$ cat src/rtl/alu_ctrl_pkg.sv
package alu_ctrl_pkg;
  localparam int ALUOP_W = 3;
  localparam int FUNCT_W = 6;
  localparam int OP_W    = 4;

  localparam logic [ALUOP_W-1:0] RTYPE_CLASS = 3'b111;

  typedef enum logic [OP_W-1:0] {
    OP_ADD = 4'd0,
    OP_SUB = 4'd1,
    OP_AND = 4'd2,
    OP_OR  = 4'd3,
    OP_XOR = 4'd4,
    OP_NOR = 4'd5,
    OP_SLT = 4'd6,
    OP_SLL = 4'd7,
    OP_SRL = 4'd8,
    OP_SRA = 4'd9
  } alu_sel_e;

  typedef struct packed {
    logic     jump;
    logic     illegal;
    alu_sel_e sel;
  } fn_dec_t;
endpackage

$ cat src/rtl/alu_fn_decode.sv
module alu_fn_decode
  import alu_ctrl_pkg::*;
(
  input  logic [FUNCT_W-1:0] funct_i,
  output fn_dec_t            dec_o
);
  always_comb begin
    dec_o = '{jump: 1'b0, illegal: 1'b0, sel: OP_ADD};
    unique case (funct_i)
      6'h20, 6'h21: dec_o.sel = OP_ADD;
      6'h22, 6'h23: dec_o.sel = OP_SUB;
      6'h24:        dec_o.sel = OP_AND;
      6'h25:        dec_o.sel = OP_OR;
      6'h26:        dec_o.sel = OP_XOR;
      6'h27:        dec_o.sel = OP_NOR;
      6'h2A:        dec_o.sel = OP_SLT;
      6'h00:        dec_o.sel = OP_SLL;
      6'h02:        dec_o.sel = OP_SRL;
      6'h03:        dec_o.sel = OP_SRA;
      6'h08, 6'h09: dec_o.jump = 1'b1;
      default:      dec_o.illegal = 1'b1;
    endcase
  end
endmodule

$ cat src/rtl/alu_op_select.sv
module alu_op_select
  import alu_ctrl_pkg::*;
(
  input  logic [ALUOP_W-1:0] alu_op_i,
  input  fn_dec_t            dec_i,
  output logic [OP_W-1:0]    op_o,
  output logic               reg_jump_o,
  output logic               illegal_fn_o
);
  localparam int PAD_W = OP_W - ALUOP_W;

  logic              is_rtype;
  logic [OP_W-1:0]   pass_op;

  generate
    if (PAD_W > 0) begin : g_pad
      assign pass_op = {{PAD_W{1'b0}}, alu_op_i};
    end else begin : g_nopad
      assign pass_op = alu_op_i[OP_W-1:0];
    end
  endgenerate

  assign is_rtype     = (alu_op_i == RTYPE_CLASS);
  assign op_o         = is_rtype ? dec_i.sel : pass_op;
  assign reg_jump_o   = is_rtype & dec_i.jump;
  assign illegal_fn_o = is_rtype & dec_i.illegal;
endmodule

$ cat src/rtl/alu_ctrl_decoder.sv
module alu_ctrl_decoder
  import alu_ctrl_pkg::*;
(
  input  logic [2:0] alu_op_i,
  input  logic [5:0] funct_i,
  output logic [3:0] op_o,
  output logic       reg_jump_o,
  output logic       illegal_fn_o
);
  fn_dec_t fn_dec;

  alu_fn_decode u_fn (
    .funct_i (funct_i),
    .dec_o   (fn_dec)
  );

  alu_op_select u_sel (
    .alu_op_i     (alu_op_i),
    .dec_i        (fn_dec),
    .op_o         (op_o),
    .reg_jump_o   (reg_jump_o),
    .illegal_fn_o (illegal_fn_o)
  );

  always_comb begin
    if (alu_op_i != RTYPE_CLASS) begin
      assert_passthru_R1: assert (op_o == {1'b0, alu_op_i})
        else $error("pass-through class altered");
      assert_no_flags_R9: assert (!reg_jump_o && !illegal_fn_o)
        else $error("flag raised outside register class");
      assert_no_shift_R6: assert (op_o < OP_SLL)
        else $error("shift selected outside register class");
    end
    if (reg_jump_o) begin
      assert_jump_add_R7: assert (op_o == OP_ADD)
        else $error("register jump without add");
    end
    if (illegal_fn_o) begin
      assert_illegal_add_R8: assert (op_o == OP_ADD)
        else $error("illegal code without add default");
    end
    assert_flags_excl_R9: assert (!(reg_jump_o && illegal_fn_o))
      else $error("both flags high");
  end
endmodule

$ cat config.mk
export PLATFORM = sky130hd
export DESIGN_NAME = alu_ctrl_decoder
export DESIGN_NICKNAME = d
export VERILOG_FILES = /design/src/rtl/alu_ctrl_pkg.sv /design/src/rtl/alu_fn_decode.sv /design/src/rtl/alu_op_select.sv /design/src/rtl/alu_ctrl_decoder.sv
export SDC_FILE = /design/constraint.sdc
export NUM_CORES = 1
export LEC_CHECK = 0
export BUFFER_PORTS_ARGS = -buffer_cell sky130_fd_sc_hd__buf_2
export CELL_PAD_IN_SITES_DETAIL_PLACEMENT = 0
export CELL_PAD_IN_SITES_GLOBAL_PLACEMENT = 2
export CORE_AREA = 3 3 40 42
export DETAILED_ROUTE_END_ITERATION = 8
export DIE_AREA = 0 0 43 45
export PLACE_DENSITY_LB_ADDON = 0.1
export SLEW_MARGIN = 20
export SYNTH_ARGS = -nofsm -noshare
export SYNTH_HDL_FRONTEND = slang
export SYNTH_SLANG_ARGS = --single-unit
$ cat constraint.sdc
create_clock -name vclk -period 2.5
set_input_delay 0.5 -clock vclk [all_inputs]
set_output_delay 0.5 -clock vclk [all_outputs]
set_load 0.02 [all_outputs]
==> results.tsv <==
stage	metric	value	unit
routing	drt via density	5.01	
global_routing	vias in the first global route	266	
worst_setup_path	Critical Path Start Type	primary input	
die	Initial Utilization	0.218	
logic_synthesis	synth warn	0	
cells_and_area	synth-to-layout area growth	25.4	%
min_path	Hold Crit Class	in2out	
power	pwr/cell area	153	nW/um^2
logic_synthesis	post-synth top area cell	a2111oi_4	
routing	DR WL/cell	10.7	um
timing	Final Cycle Share	0.924	
routing	vias	351	
job	max cap viols	0	
logic_synthesis	syn_nets	51	
cts	number of setup buffers added after CTS	0	
place	Final GP Congestion	0.698	
power	Switching Power	32.6	uW
die	I/O pin cnt	15	
die	row cnt	13	
status	outcome	completed	
worst_setup_path	Critical Path AT	1.81	ns
timing	TNS Setup	0	ns
timing	final worst slack	0.189	ns
logic_synthesis	count leader, synth	nand2_1	
logic_synthesis	Netlist cell types	22	
place	placed instance area	352	um^2
cells_and_area	num sequential	0	
place	port bufs	15	
timing	RSZ-0062 raised after global routing	no	
cells_and_area	register area	0	um^2
worst_setup_path	crit path kind	in2out	
logic_synthesis	Area contributors post-synth	a2111oi_4, buf_6, nand3_1, nor3_1, nand2_1	
die	chip height	45	um
logic_synthesis	Synth Instances	42	
power	worst IR drop on VDD	0.0480	mV
logic_synthesis	Mapped Area	280	um^2
routing	ANT nets after route	0	
timing	Slew HR	0.789	
power	sequential power share	0	
global_routing	largest net degree at the start of global routing	12	
worst_setup_path	worst-path maximum fanout	11	
cells_and_area	nets@finish	66	
power	Internal	21.3	uW
cells_and_area	CLK BUF	0	
routing	drt total wl	746	um
place	hpwl dp	622	um
logic_synthesis	syn avg cell area	6.67	um^2
die	CORE AREA	1280	um^2
global_routing	initial antenna violation count	0	
timing	worst-margin pin slew	0.313	ns
place	setup slack after placement	0.180	ns
worst_setup_path	CP Capture Type	output port	
logic_synthesis	Synth top cells by count	nand2_1, nand3_1, nor2_1, nor3_1, o21ai_0	
power	Clk pwr share	0	
global_routing	global route total overflow	0	
timing	Tmin final	2.31	ns
routing	Remaining DRCs	0	
routing	1st-iter DRT viols	8	
cells_and_area	Final Instance Area	352	um^2
timing	setup violators final	0	
power	Combinational Power Share	1.000	
cells_and_area	# diodes	0	
global_routing	first-pass GRT wire length	1160	um
power	switching power share of the total	0.605	
timing	Fmax	433	MHz
cells_and_area	layout cell share with drive strength beyond 1	0.364	
worst_setup_path	Req. time, crit path	2.00	ns
logic_synthesis	sequential share of the synthesized area	0	
die	die area	1940	um^2
logic_synthesis	Synth top area share	0.0982	
cells_and_area	Fillers	155	
cts	hold_buf cts	0	
timing	final hold vios	0	
timing	Slew Limit Fails	0	
die	Die X-Extent	43	um
power	P_leak	0.000146	uW
cts	post-CTS sizing	0	
global_routing	total track usage	0.0721	
routing	first-pass detailed-route iteration total	3	
-- power by group through the flow --
stage / Clock [uW] / Sequential [uW] / Combinational, uW
after detailed placement: 0 / 0 / 54.2
after floorplan: 0 / 0 / 35.8
final: 0 / 0 / 53.8
after CTS: 0 / 0 / 54.2
after global routing: 0 / 0 / 59.5
after global placement: 0 / 0 / 54.4
-- worst max-delay path: stages --
cell,delay (ns)
buf_2,0.18
or2b_1,0.26
o32ai_1,0.22
a22oi_1,0.14
o41ai_2,0.31
buf_2,0.21
-- layout by cell type (no fill, tap or decap), drive strengths merged --
cell type	instances
a2111oi	1
nand2	5
a31oi	1
nor2	4
and2b	1
o21a	1
or3	2
o32ai	1
nor3	4
nand3	4
buf	16
inv	2
o41ai	1
or2b	2
a21oi	2
a22oi	2
o21ai	4
o21bai	1
o311ai	1
-- per-stage QoR --
step / total power, uW / std cells / hold WS [ns] / util
after global routing: 59.5 / 70 / 1.34 / 0.274
final: 53.8 / 70 / 1.32 / 0.274
after detailed placement: 54.2 / 70 / 1.32 / 0.274
after global placement: 54.4 / 70 / 1.31 / 0.274
after CTS: 54.2 / 70 / 1.32 / 0.274
after floorplan: 35.8 / 42 / 1.09 / -
-- cell type report --
cell class	count	area (um^2)	share of cell area
tap	15	18.8	0.0534
inverter	2	7.51	0.0214
multi-input combinational	37	243	0.690
timing repair buffer	16	82.6	0.235
-- path summary, 6_finish.rpt --
check,start,endpoint,depth (start not counted)
max,funct_i[1],op_o[1],6
min,alu_op_i[1],op_o[0],3
-- layer usage --
metal | GRT usage | part of all wire | vias to the layer above | wire length [um]
met5 | 0 | 0 | - | 0
met4 | 0 | 0 | 0 | 0
met3 | 0.00797 | 0.058 | 0 | 43
met2 | 0.120 | 0.47 | 7 | 349
met1 | 0.107 | 0.47 | 160 | 353
li1 | - | - | 184 | -
-- cell families (layout without fill, tap and decap cells) --
family | count (synthesis) | count (layout) | share of synthesized area
AO/OA/AOI/OAI | 15 | 15 | 0.455
buffers and inverters | 5 | 18 | 0.134
AND/OR/NAND/NOR | 22 | 22 | 0.411
No activity file was read; power rests on OpenSTA's default activity.
